## config.mk

```make
export PLATFORM = sky130hd
export DESIGN_NAME = wbuf_fence
export DESIGN_NICKNAME = d
export VERILOG_FILES = /design/src/rtl/wbuf_fence.sv
export SDC_FILE = /design/constraint.sdc
export NUM_CORES = 1
export LEC_CHECK = 0
export BUFFER_PORTS_ARGS = -buffer_cell sky130_fd_sc_hd__buf_2
export CAP_MARGIN = 20
export CORE_MARGIN = 5
export CORE_UTILIZATION = 50
export CTS_CLUSTER_SIZE = 24
export DETAILED_ROUTE_END_ITERATION = 10
export PLACE_DENSITY = 0.69
export SETUP_SLACK_MARGIN = 0.3
export SYNTH_ARGS = -nofsm -noshare
export SYNTH_HDL_FRONTEND = slang
export SYNTH_SLANG_ARGS = --single-unit
export TNS_END_PERCENT = 1
```

## constraint.sdc

```tcl
create_clock -name clk -period 6.7 [get_ports clk]
set_input_delay 1.34 -clock clk [delete_from_list [all_inputs] [get_ports clk]]
set_output_delay 1.34 -clock clk [all_outputs]
set_load 0.01 [all_outputs]
```

## src/rtl/wbuf_fence.sv

```systemverilog
module wbuf_fence #(
  parameter int AW    = 16,
  parameter int DW    = 16,
  parameter int DEPTH = 8,
  parameter int NOUT  = 2
) (
  input  logic                          clk,
  input  logic                          rst_n,
  input  logic                          in_valid,
  input  logic                          in_barrier,
  input  logic [AW-1:0]                 in_addr,
  input  logic [DW-1:0]                 in_data,
  output logic                          in_ready,
  input  logic                          rd_valid,
  input  logic [AW-1:0]                 rd_addr,
  output logic                          rd_ready,
  output logic [DW-1:0]                 rd_data,
  output logic                          rd_data_valid,
  output logic                          mem_rd_valid,
  output logic [AW-1:0]                 mem_rd_addr,
  input  logic                          mem_rd_ready,
  input  logic [DW-1:0]                 mem_rd_data,
  input  logic                          mem_rd_data_valid,
  output logic                          mw_req,
  output logic [AW-1:0]                 mw_addr,
  output logic [DW-1:0]                 mw_data,
  output logic [$clog2(NOUT)-1:0]       mw_id,
  input  logic                          mw_gnt,
  input  logic                          mw_ack,
  input  logic [$clog2(NOUT)-1:0]       mw_ack_id
);
  localparam int PW = $clog2(DEPTH);
  localparam int IW = $clog2(NOUT);

  logic [AW-1:0]    e_addr [DEPTH];
  logic [DW-1:0]    e_data [DEPTH];
  logic [DEPTH-1:0] e_val, e_bar, e_lau, e_done;
  logic [PW-1:0]    head, tail;
  logic [PW:0]      count;
  logic [NOUT-1:0]  s_busy;
  logic [PW-1:0]    s_idx [NOUT];

  logic             conflict, found, sfree, push, pop, launch;
  logic [PW-1:0]    cand;
  logic [IW-1:0]    sid;

  always_comb begin
    conflict = 1'b0;
    for (int i = 0; i < DEPTH; i++)
      if (e_val[i] && !e_bar[i] && !e_done[i] && e_addr[i] == rd_addr) conflict = 1'b1;
  end

  always_comb begin
    logic          stop;
    logic [PW-1:0] idx;
    found = 1'b0;
    stop  = 1'b0;
    cand  = '0;
    for (int k = 0; k < DEPTH; k++) begin
      idx = head + PW'(k);
      if (!stop && !found && e_val[idx]) begin
        if (e_bar[idx]) stop = 1'b1;
        else if (!e_lau[idx]) begin
          found = 1'b1;
          cand  = idx;
        end
      end
    end
  end

  always_comb begin
    sfree = 1'b0;
    sid   = '0;
    for (int s = NOUT - 1; s >= 0; s--)
      if (!s_busy[s]) begin
        sfree = 1'b1;
        sid   = IW'(s);
      end
  end

  assign in_ready      = count < (PW+1)'(DEPTH);
  assign push          = in_valid && in_ready;
  assign pop           = e_val[head] && (e_bar[head] || e_done[head]);
  assign mw_req        = found && sfree;
  assign mw_addr       = e_addr[cand];
  assign mw_data       = e_data[cand];
  assign mw_id         = sid;
  assign launch        = mw_req && mw_gnt;
  assign mem_rd_valid  = rd_valid && !conflict;
  assign mem_rd_addr   = rd_addr;
  assign rd_ready      = mem_rd_ready && !conflict;
  assign rd_data       = mem_rd_data;
  assign rd_data_valid = mem_rd_data_valid;

  always_ff @(posedge clk) begin
    if (!rst_n) begin
      e_val  <= '0;
      e_bar  <= '0;
      e_lau  <= '0;
      e_done <= '0;
      head   <= '0;
      tail   <= '0;
      count  <= '0;
      s_busy <= '0;
    end else begin
      if (push) begin
        e_val[tail]  <= 1'b1;
        e_bar[tail]  <= in_barrier;
        e_lau[tail]  <= 1'b0;
        e_done[tail] <= 1'b0;
        e_addr[tail] <= in_addr;
        e_data[tail] <= in_data;
        tail         <= tail + 1'b1;
      end
      if (pop) begin
        e_val[head] <= 1'b0;
        head        <= head + 1'b1;
      end
      if (launch) begin
        e_lau[cand] <= 1'b1;
        s_busy[sid] <= 1'b1;
        s_idx[sid]  <= cand;
      end
      if (mw_ack) begin
        s_busy[mw_ack_id]        <= 1'b0;
        e_done[s_idx[mw_ack_id]] <= 1'b1;
      end
      count <= count + (PW+1)'(push) - (PW+1)'(pop);
    end
  end

  // a fence leaves the queue only after all earlier writes completed
  p_bar_pop_drained_r4: assert property (@(posedge clk) disable iff (!rst_n)
    (pop && e_bar[head]) |-> (s_busy == '0));

  // completion only for a write actually in flight under that ID
  p_ack_tracked_r5: assert property (@(posedge clk) disable iff (!rst_n)
    mw_ack |-> s_busy[mw_ack_id]);

  // a full queue accepts nothing
  p_full_hold_r7: assert property (@(posedge clk) disable iff (!rst_n)
    !in_ready |=> (count <= $past(count)));

  // first cycle out of reset is empty and idle
  p_reset_empty_r8: assert property (@(posedge clk) disable iff (!rst_n)
    $past(!rst_n) |-> (in_ready && !mw_req && s_busy == '0));
endmodule

```

==> impl.org, run 1 <==
** Layout
- Once layout is complete, the utilization of the core stands at 56.4%.
- Final #Nets :: 1441
- Cells with a size suffix above 1 make up 21.3% of the layout.
- Fillcell total :: 2670
- Post-route cell area :: 0.0182 mm2
- Syn-to-layout area delta :: 12.1%

** Die
- # IOs :: 144
- Standard-cell row count :: 66
- Floorplan die width :: 190 um
- Area of the core region :: 0.0323 mm2
- For this configuration, the core starts out at a cell density of 50.3%.
- In this run the vertical extent of the chip is 190 um.
- Die area :: 0.0362 mm2

** Timing
- Between clock sinks in the finished design, the worst skew comes to 0.0205 ns.
- Tightest slew margin relative to the limit :: 35.2%
- Tightest Pin Transition :: 0.970 ns
- Min cycle time layout :: 6.28 ns
- Final Max Slew Viols :: 0
- RSZ-0062 raised after global routing :: yes
- Highest attainable clock frequency :: 159 MHz
- Fin Setup TNS :: 0 ns
- Worst setup margin :: 0.423 ns
- Setup Viol. Count Final :: 0
- The total count of hold-check failures in the final report is 0.
- The final critical path takes up 93.7% of the cycle.
- Final hold analysis gives a worst-case slack of 0.546 ns.

** Setup path
- Biggest fanout along the worst timing path :: 75
- The largest single stage delay on the critical path is 0.57 ns.
- Grouping stages by cell kind, the critical path spends the most delay in compound AO/OA/AOI/OAI gates.
- Data on the critical path arrives at its endpoint at 4.94 ns.
- Path type of the worst setup path :: reg -> out
- Crit path buf inv count :: 4
- Worst setup startpoint :: head[1]$_SDFFE_PN0P_
- Cell chain of the critical path :: clkinv_1 -> buf_4 -> ha_2 -> mux4_2 -> or4b_1 -> a21boi_1 -> nor4_4 -> nor4_2 -> o21ai_4 -> clkbuf_8 -> a21boi_0 -> o21ai_1 -> o2111ai_1 -> buf_2
- The startpoint identified for the worst register-to-register timing path is head[1]$_SDFFE_PN0P_.
- At the worst endpoint, the required time is 5.36 ns.
- STA classifies the critical path endpoint as an output port.
- Startpoint class of the critical path :: flip-flop
- The largest individual stage delay along the critical path comes from the cell or4b_1.
- Minimum setup slack among reg-to-reg paths :: 2.22 ns

** Clocking
- Buffers inserted during clock tree synthesis total 34.
- Clock slew at the register clock pins of the worst setup and hold paths :: 0.06 ns
- After clock tree synthesis, the flow added hold-fix buffers numbering 0.
- The H-tree was split into 2 levels.
- Clock root buffer :: clkbuf_16
- After clock tree synthesis, the setup repair step added 0 buffers.
- TritonCTS built the clock tree.
- For the worst-skew pair, the clock arrives at the later sink with an insertion delay of 0.51 ns.
- The clock net in this run drives a total of 306 sinks.
- Buffers from clock root to sink, at most :: 3

** Detailed routing
- For this run, the detailed router's first-pass iteration total came to 5.
- Final antenna-violating net count :: 0
- In the routed layout, each cell is associated on average with a via count of 6.25.
- Final wirelength :: 44.9 mm
- Average wire length per cell after detail routing :: 24.6 um
- For this block, the initial DRC count from the detailed router was 984.
- Count of vias placed by the detailed router :: 11400
- Number of DRC violations after detailed routing :: 0

** Synth
- Number of warnings reported in the yosys synthesis log :: 0
- Share of the synthesized area in the top cell type :: 48.4%
- Cell count after synthesis :: 1309
- After Yosys synthesis, and, or, nand and nor cells account for 10.4% of the synthesized area.
- Post-synth top area cell :: edfxtp_1
- Most common flop cell mapped by yosys :: edfxtp_1
- Of the total synthesized cell area, the portion taken by XOR and XNOR cells is 7.44%.
- Register bit total from synthesis :: 306
- Counting instances in the post-synthesis netlist gives the leading cell types as edfxtp_1, a21boi_0, a211oi_1.
- After Yosys synthesis, full adders, half adders and majority gates account for 0.970% of the synthesized area.
- Number of flops mapped to enable cells by yosys :: 262
- Compound-cell area share of the yosys netlist :: 15.4%
- Post-synthesis average cell area :: 12.4 um2
- Post-Synthesis Net Count :: 1395
- After synthesis the cells add up to 0.0162 mm2.
- After synthesis, the netlist uses 72 different library cells.
- The most common cell in the synthesized netlist is edfxtp_1.
- By area, the combinational part of the netlist is dominated by compound AO/OA/AOI/OAI gates.
- Cell types with the largest area share after synthesis :: edfxtp_1, a21boi_0, dfxtp_1
- After synthesis, the share of flip-flops with an asynchronous set or reset is 0%.
- Mux share of post-synthesis cell area :: 6.98%
- Share of synthesized area occupied by flip-flops and latches :: 53.8%

** Run status
- Run status :: completed

** Global route
- For this run the aggregate overflow at the end of global routing stands at 0.
- The number of antenna violations at the first check in global routing is 2.
- Wire length of the first global-routing pass :: 66.7 mm
- The via count of the first global-routing pass came to 11100.
- Largest net degree at the start of global routing :: 151
- Global routing used 23.8% of the available tracks across all layers.

** Placed design
- Placed cell area :: 0.0170 mm2
- The HPWL after detailed placement is 28.0 mm.
- Final weighted congestion in routability-driven placement :: 0.920
- Input and output buffers added on the ports amount to 109.
- Pre-CTS setup slack :: 0.671 ns

** Pwr
- Lkg Pwr :: 6.21 nW
- The worst-case IR drop observed on VDD is 0.240 mV.
- Power spread over the standard cell area amounts to 279 mW/mm2.

** Job
- Max-cap violations :: 0

** Min path
- The worst hold path belongs to the class reg -> reg.
- In this run the most critical hold path is launched from s_busy[0]$_SDFF_PN0_.
## sequential cells by signal (all words and copies together), names as in the netlist
name    flops
e_done      8
e_lau       8
s_idx       6
e_addr    128
s_busy      2
e_data    128
count       4
e_val       8
tail        3
e_bar       8
head        3
## through the flow
step                power [mW]  cells
floorplan                 2.92   1309
global placement          3.23   1760
detailed placement        3.25   1760
CTS                       5.07   1820
global route              5.28   1822
finish                    5.09   1823
## final cells by class
| cell class | count | area, um2 | area share (%) |
|---|---|---|---|
| diodes | 2 | 5.00 | 0.0275 |
| clock buffers | 44 | 940 | 5.16 |
| clock inverters | 16 | 158 | 0.866 |
| inverters | 22 | 87.6 | 0.481 |
| multi-input cells | 849 | 6850 | 37.6 |
| flip-flops and latches | 306 | 8750 | 48.0 |
| well taps | 442 | 553 | 3.04 |
| repair buffers | 142 | 870 | 4.77 |
## worst reg2reg max path: cells and delay by family (launching register included)
family | cells | cell delay [ns]
multiplexers | 1 | 0.50
AND/OR/NAND/NOR | 2 | 0.77
flip-flops | 1 | 0.34
adder cells (fa/ha/maj) | 1 | 0.54
AO/OA/AOI/OAI | 5 | 1.48
buffers and inverters | 3 | 0.48
## cells in the final DEF, fill, tap and decap left out, types with 8 or more instances in the layout
master,n
a211oi_1,85
a21boi_0,117
a21oi_1,20
a22oi_1,9
and2_1,11
and3_1,37
buf_2,109
buf_4,26
clkbuf_16,36
dfxtp_1,44
edfxtp_1,262
ha_1,9
inv_1,17
mux2_2,17
mux2i_1,29
mux4_2,29
nand2_1,43
nand3_1,21
nand4_1,22
nor2_1,53
nor2_4,8
nor3_1,10
nor4_1,22
nor4_2,20
o2111ai_1,12
o21ai_0,13
o21ai_1,15
o21bai_1,22
xnor2_1,79
xor2_1,58
## routing by layer
| metal | part of all wire [%] | wire [um] | GRT usage [%] | up-vias |
|---|---|---|---|---|
| li1 | - | - | - | 5102 |
| met1 | 41 | 18500 | 32.5 | 5690 |
| met2 | 48 | 21700 | 39.2 | 492 |
| met3 | 7.0 | 3140 | 3.64 | 99 |
| met4 | 3.4 | 1530 | 8.09 | 2 |
| met5 | 0.029 | 13 | 0 | - |
## kinds of logic (layout without fill, tap and decap cells)
| family | after synthesis | after routing |
|---|---|---|
| AO/OA/AOI/OAI | 338 | 338 |
| AND/OR/NAND/NOR | 286 | 286 |
| multiplexers | 75 | 75 |
| adder cells (fa/ha/maj) | 12 | 12 |
| XOR/XNOR | 138 | 138 |
| buffers and inverters | 154 | 224 |
| flip-flops | 306 | 306 |
| other | 0 | 2 |
## worst paths after layout
check	endpoint	cells past startpoint
setup reg to reg	s_idx[1][1]$_DFFE_PP_	12
hold reg to reg	s_busy[0]$_SDFF_PN0_	2
hold / removal	s_busy[0]$_SDFF_PN0_	2
setup / recovery	mw_addr[10]	14
## repair_timing
action                                 CTS  global route
gates resized for setup                  3            21
endpoints found under the hold margin    0             0
gates cloned                             0             1
setup endpoints to repair               31            31
pin swaps                                0             1
## where the power goes
group | switching (mW) | internal [mW]
clock | 0.736 | 1.10
combinational | 0.703 | 0.364
sequential | 0.0473 | 2.13
total | 1.49 | 3.60
Power figures use the tool's default switching activity.
==> run 2, diff against run 1 <==
Settings changed: CORE_MARGIN 5 to 2, CORE_UTILIZATION 50 to 55, PLACE_DENSITY 0.69 to 0.75.
==> impl.org, run 2 (synthesis results as in run 1) <==
** Timing
- Fin Setup TNS :: 0 ns (unchanged)
- Final Max Slew Viols :: 0 (unchanged)
- The post-route worst setup slack came to 0.511 ns (+0.0883 ns).
- The total count of hold-check failures in the final report is 0 (unchanged).
- The headroom to the max-slew limit came to 54.7% (+19 points).
- The worst clock skew was 0.00996 ns (-0.0105 ns).
- Tightest Pin Transition :: 0.680 ns (-0.291 ns)
- Hold slack :: 0.544 ns (-0.00141 ns)
- The post-route clock period utilization is 92.4% (-1.3 points).
- The final setup violation count came to 0 (unchanged).
- The final critical-path required period came to 6.19 ns (-0.0883 ns).
- RSZ-0062 raised after global routing :: no
- Highest attainable clock frequency :: 162 MHz (+1.4%)

** Setup path
- The largest stage delay on the critical path is 0.52 ns (-0.05 ns).
- Cell chain of the critical path :: clkinv_1 -> buf_4 -> ha_4 -> mux4_2 -> mux2_2 -> or3_1 -> nor3_2 -> a311oi_2 -> o21ai_4 -> buf_12 -> a21boi_0 -> a211oi_1 -> nor4_2 -> buf_2
- Crit path max-delay cell type :: mux4_2
- Biggest fanout along the worst timing path :: 150 (+100%)
- The critical path is of the reg -> out type.
- The worst setup path is captured at an output port.
- Worst path required time :: 5.36 ns (about the same)
- Critical Path AT :: 4.85 ns (-0.09 ns)
- Startpoint class of the critical path :: flip-flop

** Layout
- The net total in the final layout is 1437 (-0.28%).
- Largest registers ranked by flip-flop count :: e_addr x128, e_data x128
- The number of cells in the finished layout apart from fillers was 1759 (-3.5%).
- Fillcell total :: 2193 (-18%)
- Share of the core filled with cells :: 62.8% (+6.4 points)
- Leaving out fill and tap cells, the most frequent cell in the layout is edfxtp_1.
- Syn-to-layout area delta :: 11.6%
- The top cell types in the final layout, fill and taps aside, are edfxtp_1, a21boi_0, buf_2.
- The share of final-layout standard cells stronger than drive strength 1 was 21.5% (+0.15 points).

** Global route
- Aggregate global-route resource usage :: 27.3% (+3.5 points)
- Largest net degree at the start of global routing :: 151 (unchanged)
- Wire length of the first global-routing pass :: 64.4 mm (-3.5%)
- Total congestion overflow after global routing :: 0 (unchanged)
- The via count of the first global-routing pass came to 10900 (-1.9%).
- Number of antenna violations at the first check in global routing :: 1 (-1)

** Detailed routing
- The sum of routed wire length over all layers is 42.7 mm (-4.7%).
- Per-cell via count in the routed design :: 6.46 (+3.5%)
- The total iterations of the first detailed-routing run is 5 (unchanged).
- Number of DRC violations after detailed routing :: 0 (unchanged)
- Average wire length per cell after detail routing :: 24.3 um (-1.2%)
- The post-route antenna net violation count came to 0 (unchanged).
- The total via count in the routed design is 11400 (-0.17%).
- Starting DRT DRC Count :: 1244 (+26%)

** Die
- # IOs :: 144 (unchanged)
- The placement row count was 62 (-6.1%).
- The core outline area is 0.0289 mm2 (-11%).
- Floorplan die width :: 176 um (-7.6%)
- The area enclosed by the die boundary came to 0.0309 mm2 (-15%).
- The height of the die is 176 um (-7.6%).
- Effective utilization at floorplan :: 56.3% (+6.0 points)

** Job
- Max-cap violations :: 0 (unchanged)

** Placed design
- The routability-driven placement congestion ratio came to 0.899 (-2.3%).
- The worst slack at placement came to 0.686 ns (+0.0148 ns).
- The number of placed cells counting well taps came to 1698 (-3.5%).
- Placed wire-length estimate after detailed placement :: 26.7 mm (-4.7%)
- The count of buffers inserted at the top-level ports was 109 (unchanged).

** Run status
- Run status :: completed

** Clocking
- H-Tree Depth :: 1 (-1)
- The clock-pin slew of the registers on the worst-case setup and hold paths is 0.07 ns (about the same).
- The later-pin clock latency in the skew report is 0.57 ns (+0.06 ns).
- The number of clock sinks came to 306 (unchanged).
- The maximum count of clock buffers along a single path is 3 (unchanged).
- CTS tree :: yes
- CTS Buf Count :: 29 (-15%)
- Clock root buffer :: clkbuf_16

** Min path
- Tightest Hold Check Type :: reg -> reg

** Pwr
- The worst ir drop on vdd is 0.230 mV (-4.1%).
- Power per unit of standard cell area :: 275 mW/mm2 (-1.7%)
- The leakage component of the power was 6.20 nW (about the same).
run 2: cell count changes in the layout (fill, tap and decap cells not counted), sizes merged, moves of 2 or more:
cell	before	now
bufinv	3	5
clkbuf	46	34
buf	140	142
inv	22	24
run 2: worst max-delay path: cells and delay by family (launching register included):
family	cells	cell delay, ns
adders and majority gates	1	0.35
DFF	1	0.36
and+or+nand+nor	3	0.76
muxes	2	0.81
buffers and inverters	4	0.89
AOI/OAI and AO/OA	4	0.91
run 2: layout make-up:
type / count / area [um2] / share of cell area [%]
Sequential cell: 306 / 8750 / 48.3
Inverter: 22 / 82.6 / 0.456
Antenna cell: 1 / 2.50 / 0.0138
Tap cell: 384 / 480 / 2.65
Multi-Input combinational cell: 850 / 6910 / 38.1
Timing Repair Buffer: 142 / 866 / 4.78
Clock inverter: 20 / 241 / 1.33
Clock buffer: 34 / 795 / 4.38
run 2: what timing repair did:
action	in CTS	in global routing
hold buffers	0	0
cloned	1	0
endpoints found under the setup margin	20	32
pin swaps	1	3
buffers inserted	0	5
resized for setup	8	19
run 2: per-layer routing:
layer  vias up  share of wire [%]  track usage [%]
li1       5100                  -                -
met1      5613                 42             38.4
met2       545                 47             44.1
met3       108                7.9             3.55
met4         0                3.1             9.06
met5         -                  0                0
run 2: final timing paths:
path	startpoint	to	slack, ns	cells after the start
max	head[1]$_SDFFE_PN0P_	mw_addr[8]	0.51	14
min	e_done[1]$_SDFF_PN0_	e_done[1]$_SDFF_PN0_	0.54	2
max reg2reg	head[1]$_SDFFE_PN0P_	s_idx[1][2]$_DFFE_PP_	2.18	13
min reg2reg	e_done[1]$_SDFF_PN0_	e_done[1]$_SDFF_PN0_	0.54	2
run 2: through the flow:
stage / area [um2] / power, mW
floorplan: 16200 / 2.92
global placement: 16900 / 3.21
detailed placement: 16900 / 3.22
CTS: 18000 / 4.96
global route: 18100 / 5.16
finish: 18100 / 4.98
run 2: where the power goes:
group	total [mW]	internal, mW	leakage, nW	switching, mW
Sequential	2.18	2.13	2.72	0.0470
Clock	1.75	1.04	0.511	0.712
Combinational	1.04	0.362	2.97	0.683
Total	4.98	3.54	6.20	1.44
==> run 3, diff against run 2 <==
Clock period 6.7 ns to 6.8 ns, I/O delays scaled along.
==> impl.org, run 3 (synthesis results as in run 1) <==
** Global route
- The via count of the first global-routing pass is 11000 (+1.0%).
- The first-pass GRT wire length was 65.0 mm (+0.94%).
- Largest net degree at the start of global routing :: 151 (unchanged)
- The total overflow reported by the global router came to 0 (unchanged).
- Aggregate global-route resource usage :: 27.6% (+0.34 points)
- Number of antenna violations at the first check in global routing :: 2 (+1)

** Layout
- Post-Layout Cell Count :: 1763 (+0.23%)
- The net total in the final layout came to 1440 (+0.21%).
- Share of the core filled with cells :: 62.5% (-0.27 points)
- The share of final-layout standard cells stronger than drive strength 1 came to 21.1% (-0.41 points).
- Highest-count cells in the layout ignoring fill and taps :: edfxtp_1, a21boi_0, buf_2
- Post-route cell area :: 0.0180 mm2 (-0.43%)
- The largest registers in the layout are e_addr x128, e_data x128.
- Leaving out fill and tap cells, the most frequent cell in the layout is edfxtp_1.
- From synthesis to final layout, the design area changed by 11.1%.

** Detailed routing
- The post-route antenna net violation count was 0 (unchanged).
- Count of vias placed by the detailed router :: 11500 (+1.1%)
- Length of routed met2 wiring :: 20.2 mm (-0.57%)
- The residual DRC count was 0 (unchanged).
- The via count normalized by instance count was 6.52 (+0.83%).
- After detailed routing, no signal wire sits above met4.
- Detail Route met3 WL :: 4.06 mm (+21%)
- Iteration count of the initial detailed-routing pass :: 5 (unchanged)
- Starting DRT DRC Count :: 1188 (-4.5%)
- Final wirelength :: 43.0 mm (+0.65%)
- The routed length on met1 is 17.1 mm (-3.9%).
- Average wire length per cell after detail routing :: 24.4 um (+0.42%)

** Setup path
- The required time of the critical path is 5.44 ns (+0.08 ns).
- Slowest cell delay on critical path :: 0.58 ns (+0.06 ns)
- Startpoint class of the critical path :: flip-flop
- Crit path max-delay cell type :: mux4_2
- Cell family contributing the most delay on the critical path :: simple AND/OR/NAND/NOR gates
- Biggest fanout along the worst timing path :: 29 (-81%)
- The signal on the critical path passes through buf_4 -> ha_1 -> xor2_2 -> mux4_2 -> a21boi_2 -> nor2_1 -> nor4bb_2 -> o21ai_2 -> nand4_4 -> buf_12 -> a211oi_1 -> nor4_2 -> buf_2.
- The critical path is of the reg -> out type.
- The logic depth of the worst path, buffers included was 13 (-1).
- Critical Path End Type :: output port
- The logic depth of the worst register-to-register path came to 13 (unchanged).
- Critical Path AT :: 4.96 ns (+0.11 ns)
- The buffer and inverter count on the worst path is 3 (-1).

** Job
- The number of max-cap violations was 0 (unchanged).

** Placed design
- Placed cell area :: 0.0169 mm2 (about the same)
- The number of placed cells counting well taps is 1698 (unchanged).
- The worst slack at placement is 0.803 ns (+0.118 ns).
- The routability-driven placement congestion ratio was 0.916 (+1.9%).
- Placed wire-length estimate after detailed placement :: 27.0 mm (+1.2%)
- The count of buffers inserted at the top-level ports was 109 (unchanged).

** Clocking
- CTS Hold Bufs :: 0 (unchanged)
- The later-pin clock latency in the skew report was 0.57 ns (about the same).
- TritonCTS built the clock tree.
- Clock root buffer :: clkbuf_16
- The clock buffer count from CTS was 31 (+6.9%).
- The number of clock sinks is 306 (unchanged).
- The clock-pin slew of the registers on the worst-case setup and hold paths was 0.06 ns (about the same).
- Buffers from clock root to sink, at most :: 3 (unchanged)
- The number of levels the H-tree was split into is 1 (unchanged).

** Die
- The die width came to 176 um (unchanged).
- Die Ht :: 176 um (unchanged)
- The area enclosed by the die boundary was 0.0309 mm2 (unchanged).
- The placement row count is 62 (unchanged).
- Effective utilization at floorplan :: 56.3% (unchanged)
- The number of top-level pins was 144 (unchanged).
- Area of the core region :: 0.0289 mm2 (unchanged)

** Pwr
- The leakage component of the power is 6.16 nW (-0.70%).
- Max IR drop VDD :: 0.259 mV (+12%)
- Total power of the final layout :: 4.83 mW (-3.0%)
- Power per unit of standard cell area :: 268 mW/mm2 (-2.6%)

** Timing
- Timing would allow up to 158 MHz.
- Setup Viol. Count Final :: 0 (unchanged)
- Tightest Pin Transition :: 0.757 ns (+0.0774 ns)
- The total negative setup slack came to 0 ns (unchanged).
- Setup repair after global routing could not meet its margin everywhere.
- Final clock period utilization by the worst path :: 93.0%
- Worst setup margin :: 0.478 ns (-0.0333 ns)
- The total count of hold-check failures in the final report is 0 (unchanged).
- Final Max Slew Viols :: 0 (unchanged)
- Hold slack :: 0.562 ns (+0.0180 ns)
- Min cycle time layout :: 6.32 ns
- Fin Clk Skew :: 0.00784 ns (-0.00212 ns)
- The headroom to the max-slew limit is 49.1% (-5.6 points).

** Run status
- The flow ran to the end, and the final reports show no timing, DRC or antenna violations.

** Min path
- The worst hold path belongs to the class reg -> reg.
- The instance count along the most critical hold path was 2 (unchanged).
[run 3: cell type report]
cell class | instances | area (um2)
clock buffer | 38 | 802
timing repair buffer | 143 | 877
clock inverter | 18 | 176
multi-input combinational | 850 | 6880
sequential | 306 | 8750
inverter | 22 | 82.6
tap | 384 | 480
fill | 2211 | 10800
antenna | 2 | 5.00
[run 3: report_power, final]
| part | total (mW) | switching (mW) | internal (mW) |
|---|---|---|---|
| Sequential | 2.15 | 0.0461 | 2.10 |
| Combinational | 1.03 | 0.672 | 0.354 |
| Clock | 1.65 | 0.704 | 0.950 |
[run 3: timing repair]
item	CTS	global route
gates resized for setup	8	15
pin swaps	1	2
hold endpoints to repair	0	0
cloned	1	0
setup endpoints to repair	9	32
buffers inserted	0	6
[run 3: worst paths after layout]
| check | start | to | slack (ns) |
|---|---|---|---|
| worst min-delay path | e_done[2]$_SDFF_PN0_ | e_done[2]$_SDFF_PN0_ | 0.56 |
| worst max-delay path | head[1]$_SDFFE_PN0P_ | mw_addr[13] | 0.48 |
| worst max register to register | head[1]$_SDFFE_PN0P_ | s_idx[1][0]$_DFFE_PP_ | 2.25 |
| worst min register to register | e_done[2]$_SDFF_PN0_ | e_done[2]$_SDFF_PN0_ | 0.56 |
[run 3: tightest hold or removal path: stages (launching register included)]
cell     delay, ns
dfxtp_1       0.35
a22oi_1       0.09
nor2_1        0.09
[run 3: layer usage]
metal | GRT usage [%] | vias to the layer above
li1 | - | 5088
met1 | 37.6 | 5626
met2 | 44.1 | 641
met3 | 4.98 | 131
met4 | 11.1 | 0
met5 | 0 | -
